## src/rtl/rxwa_pkg.sv

```systemverilog
package rxwa_pkg;
  // Number of parallel words kept in the search window (new word plus history).
  localparam int WIN_WORDS = 3;

  function automatic int win_width(input int word_w);
    return WIN_WORDS * word_w;
  endfunction

  // Per-beat side-band flags.
  typedef struct packed {
    logic sync;
    logic detect;
  } beat_flags_t;
endpackage

```

## src/rtl/rxwa_history.sv

```systemverilog
module rxwa_history #(
  parameter int WORD_W = 10,
  parameter int WIN_W  = 30
) (
  input  logic              clk,
  input  logic              rst,
  input  logic              adv,
  input  logic [WORD_W-1:0] din,
  output logic [WIN_W-1:0]  win
);
  localparam int HIST = WIN_W / WORD_W - 1;

  logic [WORD_W-1:0] stage [HIST];

  // Stage 0 holds the most recent accepted word; each later stage is one word older.
  for (genvar g = 0; g < HIST; g++) begin : g_stage
    always_ff @(posedge clk) begin
      if (rst) stage[g] <= '0;
      else if (adv) stage[g] <= (g == 0) ? din : stage[(g == 0) ? 0 : g - 1];
    end
    // Oldest word occupies the lowest bits of the window.
    assign win[(HIST - 1 - g) * WORD_W +: WORD_W] = stage[g];
  end

  assign win[HIST * WORD_W +: WORD_W] = din;
endmodule

```

## src/rtl/rxwa_search.sv

```systemverilog
module rxwa_search #(
  parameter int                 WORD_W  = 10,
  parameter int                 PAT_W   = 10,
  parameter logic [PAT_W-1:0]   PATTERN = 10'b0101111100,
  parameter int                 WIN_W   = 30,
  parameter int                 OFF_W   = 4
) (
  input  logic              clk,
  input  logic              rst,
  input  logic [WIN_W-1:0]  win,
  output logic [WORD_W-1:0] hit,
  output logic              found,
  output logic [OFF_W-1:0]  first_off
);
  logic [WORD_W-1:0] pick_oh;

  // One comparator per candidate offset.
  for (genvar o = 0; o < WORD_W; o++) begin : g_cmp
    assign hit[o] = (win[o +: PAT_W] == PATTERN);
  end

  // Lowest matching offset wins: scan downward so the last write is the lowest.
  always_comb begin
    first_off = '0;
    pick_oh   = '0;
    for (int o = WORD_W - 1; o >= 0; o--) begin
      if (hit[o]) begin
        first_off = OFF_W'(o);
        pick_oh   = WORD_W'(1) << o;
      end
    end
  end

  assign found = |hit;

  // at most one offset is picked, and no lower offset also matched.
  a_r2_single_pick: assert property (@(posedge clk) disable iff (rst)
    $onehot0(pick_oh));
  a_r2_lowest_pick: assert property (@(posedge clk) disable iff (rst)
    (pick_oh != '0) |-> ((hit & (pick_oh - WORD_W'(1))) == '0));
endmodule

```

## src/rtl/rxwa_permit.sv

```systemverilog
module rxwa_permit #(
  parameter bit EDGE_ARM = 1'b0
) (
  input  logic clk,
  input  logic rst,
  input  logic en,
  input  logic adv,
  input  logic found,
  output logic allow
);
  if (EDGE_ARM) begin : g_edge
    logic en_q;
    logic armed;
    logic rise;

    assign rise  = en && !en_q;
    assign allow = armed || rise;

    always_ff @(posedge clk) begin
      if (rst) begin
        en_q  <= 1'b0;
        armed <= 1'b0;
      end else begin
        en_q  <= en;
        // An edge is remembered until an alignment uses it.
        armed <= (armed || rise) && !(adv && found);
      end
    end

    // the armed flag only comes up after an observed low-to-high change.
    a_r5_arm_from_edge: assert property (@(posedge clk) disable iff (rst)
      $rose(armed) |-> ($past(en) && !$past(en_q)));
    // an alignment taken on an accepted beat clears the flag.
    a_r5_arm_consumed: assert property (@(posedge clk) disable iff (rst)
      (adv && found && allow) |=> !armed);
  end else begin : g_level
    assign allow = en;
  end
endmodule

```

## src/rtl/rx_word_aligner.sv

```systemverilog
module rx_word_aligner
  import rxwa_pkg::*;
#(
  parameter int               WORD_W   = 10,
  parameter int               PAT_W    = 10,
  parameter logic [PAT_W-1:0] PATTERN  = 10'b0101111100,
  parameter bit               EDGE_ARM = 1'b0
) (
  input  logic              clk,
  input  logic              rst,
  input  logic              align_en,
  input  logic              s_valid,
  output logic              s_ready,
  input  logic [WORD_W-1:0] s_data,
  output logic              m_valid,
  input  logic              m_ready,
  output logic [WORD_W-1:0] m_data,
  output logic              m_sync,
  output logic              m_detect
);
  localparam int WIN_W = win_width(WORD_W);
  localparam int OFF_W = (WORD_W > 1) ? $clog2(WORD_W) : 1;
  localparam int IDX_W = $clog2(WIN_W);
  localparam int LEAD  = PAT_W - WORD_W;

  logic [WIN_W-1:0]  win;
  logic [WORD_W-1:0] hit;
  logic              found;
  logic [OFF_W-1:0]  first_off;
  logic              allow;
  logic              adv;
  logic              align;
  logic              locked;
  logic [OFF_W-1:0]  off;
  logic [OFF_W-1:0]  next_off;
  logic [IDX_W-1:0]  pick;
  beat_flags_t       flags_n;
  beat_flags_t       flags_q;

  assign s_ready = !m_valid || m_ready;
  assign adv     = s_valid && s_ready;

  rxwa_history #(.WORD_W(WORD_W), .WIN_W(WIN_W)) hist_i (
    .clk(clk), .rst(rst), .adv(adv), .din(s_data), .win(win)
  );

  rxwa_search #(.WORD_W(WORD_W), .PAT_W(PAT_W), .PATTERN(PATTERN),
                .WIN_W(WIN_W), .OFF_W(OFF_W)) search_i (
    .clk(clk), .rst(rst), .win(win), .hit(hit), .found(found), .first_off(first_off)
  );

  rxwa_permit #(.EDGE_ARM(EDGE_ARM)) permit_i (
    .clk(clk), .rst(rst), .en(align_en), .adv(adv), .found(found), .allow(allow)
  );

  assign align          = allow && found;
  assign next_off       = align ? first_off : off;
  assign pick           = IDX_W'(next_off) + IDX_W'(LEAD);
  assign flags_n.sync   = align;
  assign flags_n.detect = align || (locked && hit[off]);

  always_ff @(posedge clk) begin
    if (rst) begin
      m_valid <= 1'b0;
      m_data  <= '0;
      flags_q <= '0;
      locked  <= 1'b0;
      off     <= '0;
    end else if (adv) begin
      m_valid <= 1'b1;
      m_data  <= win[pick +: WORD_W];
      flags_q <= flags_n;
      locked  <= locked || align;
      off     <= next_off;
    end else if (m_ready) begin
      m_valid <= 1'b0;
      flags_q <= '0;
    end
  end

  assign m_sync   = flags_q.sync;
  assign m_detect = flags_q.detect;

  // a sync beat is always a detect beat.
  a_r3_sync_has_detect: assert property (@(posedge clk) disable iff (rst)
    (m_valid && m_sync) |-> m_detect);
  // a stalled beat is held unchanged.
  a_r9_stall_hold: assert property (@(posedge clk) disable iff (rst)
    (m_valid && !m_ready) |=> (m_valid && $stable(m_data) && $stable(m_sync) && $stable(m_detect)));
  // no flag without a valid beat.
  a_r10_idle_quiet: assert property (@(posedge clk) disable iff (rst)
    !m_valid |-> (!m_sync && !m_detect));
  // without permission on an accepted beat the locked offset does not move.
  a_r6_offset_held: assert property (@(posedge clk) disable iff (rst)
    (locked && !(adv && allow)) |=> $stable(off));
  // the first lock after reset is announced by a sync beat.
  a_r1_first_lock_synced: assert property (@(posedge clk) disable iff (rst)
    $rose(locked) |-> m_sync);
endmodule

```

## config.mk

```make
export PLATFORM = sky130hd
export DESIGN_NAME = rx_word_aligner
export DESIGN_NICKNAME = d
export VERILOG_FILES = /design/src/rtl/rxwa_pkg.sv /design/src/rtl/rxwa_history.sv /design/src/rtl/rxwa_search.sv /design/src/rtl/rxwa_permit.sv /design/src/rtl/rx_word_aligner.sv
export SDC_FILE = /design/constraint.sdc
export NUM_CORES = 1
export LEC_CHECK = 0
export BUFFER_PORTS_ARGS = -buffer_cell sky130_fd_sc_hd__buf_2
export CAP_MARGIN = 25
export CORE_AREA = 3 3 71 73
export CTS_CLUSTER_SIZE = 40
export DETAILED_ROUTE_END_ITERATION = 7
export DIE_AREA = 0 0 74 76
export MAX_ROUTING_LAYER = met4
export PLACE_DENSITY_LB_ADDON = 0.2
export SLEW_MARGIN = 15
export SYNTH_ARGS = -nofsm -noshare
export SYNTH_HDL_FRONTEND = slang
export SYNTH_SLANG_ARGS = --single-unit
export TNS_END_PERCENT = 5
```

## constraint.sdc

```tcl
create_clock -name clk -period 3.42 [get_ports clk]
set_clock_uncertainty 0.15 [all_clocks]
set_input_delay 0.171 -clock clk [delete_from_list [all_inputs] [get_ports clk]]
set_output_delay 0.171 -clock clk [all_outputs]
set_load 0.02 [all_outputs]
```

# [Word level (Yosys, flattened, before mapping)]
# Memory sizes are Yosys's and may differ from the RTL's.
# Index checks and enable logic that the tools add are counted.
[word_totals] regBits=18 latch_bits=0 mem_bits_rw=20 rom_bits=0 memories=1
[memory_table] name="hist_i.stage" words=2 word_bits=10 rd=2 rd_clocked_by_memory_dff=0 write_ports=2 line_no="rxwa_history.sv:13" rtl="logic [WORD_W-1:0] stage [HIST];"
[classes] addsub=0 multipliers=0 div=0 order_cmp=1 eq_ne=10 shift=1 muxes=24 bitwise=2 reduce_logical=9
[ops] cell="10-bit by 9-bit equality test with 1-bit output, second input constant" n=10
[ops] cell="4-bit 2-to-1 mux" n=11
[ops] cell="30-bit by 5-bit indexed part select with 10-bit output" n=1
[ops] cell="10-bit 2-to-1 mux" n=2
[ops] cell="10-bit OR reduction" n=1
[ops] cell="1-bit 2-to-1 mux" n=8
[ops] cell="4-bit by 5-bit < comparator with 1-bit output, second input constant" n=1
[ops] cell="1-bit binary-select mux with 4-bit select" n=1
[ops] cell="2-bit 2-to-1 mux" n=2
[ops] cell="1-bit logical AND" n=3
[ops] cell="1-bit logical OR" n=3
[ops] cell="1-bit bitwise OR" n=2
[ops] cell="2-bit nonzero test" n=1
[ops] cell="1-bit logical NOT" n=1

# [Depth between registers and ports, before layout]
# An unclocked memory read counts as a cell.
[logic_depth] depth_word=14 mapped_depth=13 mapped_depth_nobuf=10

# [Modules after synthesis]
# A second synthesis with hierarchy kept.
[hier_totals] hier_cells=305 hier_area_um2=2850.2
[modules_own_cells] module="rx_word_aligner" instances=1 cells_each=202 area_each_um2=1605.3 seq_area_each_um2=360.3
[modules_own_cells] module="rxwa_history" instances=1 cells_each=55 area_each_um2=889.6 seq_area_each_um2=600.6
[modules_own_cells] module="rxwa_search" instances=1 cells_each=47 area_each_um2=347.8 seq_area_each_um2=0.0
[modules_own_cells] module="rxwa_permit" instances=1 cells_each=1 area_each_um2=7.5 seq_area_each_um2=0.0

# [Worst setup path before layout]
# Ideal clock, no wire load.
[synth_path] path_type="register to register" start="mem hist_i.stage[0][1]" end="reg m_data[9]" arrival_time_ps=2728 t_required_ps=3148 setup_slack_ps=420 path_stages_with_launch=12 n_path_buf=1 period_less_slack_ps=3000 cell_sequence="edfxtp_1 nand2b_1 or4_4 a21o_1 nand4_2 o21ai_2 mux2_4 buf_6 mux2i_1 mux2i_1 mux2_2 a221o_1"
[synth_rtl] item="start: declaration" line_no="rxwa_history.sv:13"
[synth_rtl] item="end signal: assignment" line_no="rx_word_aligner.sv:71" rtl="m_data <= win[pick +: WORD_W];"
[synth_rtl] item="end: declaration" line_no="rx_word_aligner.sv:17" rtl="output logic [WORD_W-1:0] m_data,"

==> insert_results.sql <==
INSERT INTO impl_metrics (metric_group, metric, value, unit) VALUES
('drt', 'via_count', '2202', ''),
('power', 'p_sw', '0.2868', 'mW'),
('power', 'p_seq_share', '50.1', '%'),
('cts', 'cts.sinks', '38', ''),
('cts', 'cts.path.max_buffers', '2', ''),
('cells_and_area', 'multiInputGateArea', '1544', 'µm²'),
('cts', 'clock_tree_from_tritoncts', 'built', ''),
('hold_path', 'class_of_the_tightest_hold_or_removal_check', 'in -> reg', ''),
('cells_and_area', 'drive_gt1_share', '19.54', '%'),
('cells_and_area', 'num-nets-final', '316', ''),
('cells_and_area', 'num-fill-cells', '357', ''),
('yosys', 'netlist_instances', '271', ''),
('setup_path', 'crit_fanout', '18', ''),
('floorplanning', 'row_count', '24', ''),
('placement', 'numPortBuffers', '28', ''),
('timing', 'hold_violations', '0', ''),
('power', 'power_density_over_the_cells', '363.0', 'nW/µm²'),
('timing', 'timing.setup.tns', '0', 'ns'),
('placement', 'final_weighted_congestion_in_routability_driven_placement', '0.9719', ''),
('floorplanning', 'fp.dieArea', '5624', 'µm²'),
('placement', 'post-place-cells', '341', ''),
('cts', 'root_buffer', 'sky130_fd_sc_hd__clkbuf_8', ''),
('grt', 'met1_track_demand_over_resource_in_global_routing', '31.38', '%'),
('power', 'leakage_dissipation', '1.418', 'nW'),
('setup_path', 'required_time_worst_endpoint', '3.45', 'ns'),
('power', 'irDropWorstVdd', '223.5', 'µV'),
('cells_and_area', 'mostFrequentLayoutCells', 'sky130_fd_sc_hd__mux2i_1, sky130_fd_sc_hd__buf_2, sky130_fd_sc_hd__and2_1', ''),
('yosys', 'yosys_cell_types', '46', ''),
('grt', 'gr-max-usage-layer', 'met2', ''),
('drt', 'avgRoutedWirePerCell', '16.99', 'µm'),
('cells_and_area', 'fin_cells', '354', ''),
('setup_path', 'worst_setup_path_end_kind', 'flip-flop', ''),
('floorplanning', 'initial_utilization', '59.13', '%'),
('grt', 'antenna_violations_before_repair', '0', ''),
('yosys', 'postSynth.asyncResetShare', '0', '%'),
('yosys', 'avg_inst_size_synth', '9.631', 'µm²'),
('drt', 'route.detailed.drc', '0', ''),
('drt', 'drt_iter0_drc', '241', ''),
('yosys', 'synth_seq_cells', '38', ''),
('flow_run', 'maxCapViolCount', '0', ''),
('drt', 'detail_route.vias_per_cell', '6.220', ''),
('floorplanning', 'fp.dieW', '74', 'µm'),
('yosys', 'synth_top_flop_cell', 'sky130_fd_sc_hd__edfxtp_1', ''),
('yosys', 'synth_edf_count', '20', ''),
('floorplanning', 'num_io_pins', '29', ''),
('cts', 'clock_latency_on_the_worst_skew_pair', '0.29', 'ns'),
('grt', 'grt_pass1_vias', '2053', ''),
('timing', 'layout_worst_path_cycle_share', '94.13', '%'),
('yosys', 'syn-cell-area', '2610', 'µm²'),
('grt', 'total_global_routing_track_utilization', '23.40', '%'),
('power', 'p_int', '0.7909', 'mW'),
('placement', 'place_hpwl', '4395', 'µm'),
('timing', 'max_slew.worst_pin.slew', '0.7372', 'ns'),
('floorplanning', 'core_region_area', '4414', 'µm²'),
('placement', 'detailedPlace.worstSlack', '0.2180', 'ns'),
('setup_path', 'setup.worst_path.start_class', 'flip-flop', ''),
('timing', 'drv_slew', '0', ''),
('power', 'combinationalPowerShare', '14.4', '%'),
('cells_and_area', 'num_antenna_cells', '0', ''),
('setup_path', 'arrival', '3.25', 'ns'),
('grt', 'pin_count_of_the_biggest_net_entering_global_routing', '28', ''),
('power', 'power.clock.fraction', '35.5', '%'),
('floorplanning', 'chipHeight', '76', 'µm'),
('timing', 'final_period_minus_worst_setup_slack', '3.219', 'ns'),
('run_status', 'run_status', 'finished, final reports clean', ''),
('cts', 'tritoncts_buffers', '5', ''),
('drt', 'pre_antenna_drt_iters', '5', ''),
('grt', 'grt_use_met2', '35.90', '%'),
('cts', 'cts.reportedPaths.clkPinSlew', '0.08', 'ns'),
('timing', 'timing.fmax', '310.6', 'MHz'),
('grt', 'grt.met3_usage', '4.090', '%');
==> cells by family (layout without fill, tap and decap cells) <==
group	Yosys count	after routing	share of synthesized area [%]
simple gates	95	95	20.47
mux	58	58	22.72
compound gates	56	56	15.44
flops	38	38	36.82
buf+inv	24	55	4.554
==> final cells by class <==
type | count | share of cell area [%]
clock buffer | 5 | 2.318
multi-input combinational | 209 | 52.00
tap | 52 | 2.191
timing repair buffer | 41 | 9.018
clock inverter | 3 | 1.349
inverter | 6 | 0.7585
sequential | 38 | 32.36
==> cell usage after synthesis (all sizes together), types with 3 or more instances <==
| cell type | number | share of area, % |
|---|---|---|
| nor3 | 4 | 0.77 |
| nor2 | 13 | 1.9 |
| o21ai | 7 | 1.5 |
| or3 | 3 | 0.72 |
| clkbuf | 9 | 1.3 |
| buf | 9 | 2.4 |
| inv | 6 | 0.86 |
| a221o | 3 | 1.2 |
| a221oi | 5 | 1.7 |
| nand4b | 3 | 1.0 |
| dfxtp | 18 | 14 |
| mux2i | 51 | 20 |
| edfxtp | 20 | 23 |
| mux2 | 7 | 3.2 |
| nand2 | 23 | 3.3 |
| a21oi | 12 | 2.3 |
| a21o | 6 | 1.7 |
| o211ai | 3 | 0.86 |
| and2 | 24 | 5.8 |
| a32oi | 6 | 2.0 |
| nand4 | 3 | 0.96 |
| or4 | 3 | 1.0 |
| nand3 | 5 | 0.96 |
| nand2b | 6 | 1.4 |
==> path summary, 6_finish.rpt <==
kind	from	end	slack, ns	cells past startpoint
setup / recovery	hist_i.stage[0][1]	m_data[9]	0.20	10
hold / removal	s_data[9]	hist_i.stage[0][9]	0.006	2
setup reg to reg	hist_i.stage[0][1]	m_data[9]	0.20	10
hold reg to reg	m_sync	m_sync	0.30	2
==> power by group through the flow <==
stage          sequential, mW  clock [mW]  combinational [mW]
2_1_floorplan           0.546           0               0.101
3_3_place_gp            0.550           0               0.148
3_5_place_dp            0.550           0               0.151
4_1_cts                 0.540       0.386               0.154
5_1_grt                 0.547       0.405               0.170
6_report                0.540       0.382               0.155
==> worst max-delay path, cell delays in order (launching register included) <==
cell and delay, ns:
sky130_fd_sc_hd__edfxtp_1 0.48, sky130_fd_sc_hd__nand2b_1 0.20, sky130_fd_sc_hd__or4_4 0.49, sky130_fd_sc_hd__a21o_1 0.21
sky130_fd_sc_hd__nand4_2 0.13, sky130_fd_sc_hd__o21ai_2 0.10, sky130_fd_sc_hd__mux2_4 0.42, sky130_fd_sc_hd__mux2i_1 0.18
sky130_fd_sc_hd__mux2i_1 0.12, sky130_fd_sc_hd__mux2_2 0.30, sky130_fd_sc_hd__a221o_1 0.32
==> metrics by stage <==
step                instance area, µm²  hold WS, ns  util (%)
CTS                               2950     0.003985     66.84
finish                            2969     0.006242     67.26
global placement                  2811       0.2756     63.69
global route                      2969      0.01075     67.26
floorplan                         2610       0.1505         -
detailed placement                2811       0.2889     63.69
==> timing repair <==
action | CTS | global route
endpoints found under the hold margin | 3 | 0
gates resized for setup | 0 | 1
hold buffers | 3 | 0
endpoints found under the setup margin | 0 | 5
buffers inserted | 0 | 0
==> flip-flops by register name, summed over array words and instances (netlist names) <==
name	flops
hist_i.stage	20
m_valid	1
off	4
m_data	10
m_detect	1
m_sync	1
locked	1
==> layer usage <==
layer	part of all wire, %	vias up
met5	0	-
met2	49	77
met3	5.4	10
li1	-	1084
met4	1.8	0
met1	44	1031
No activity file was read; power rests on OpenSTA's default activity.
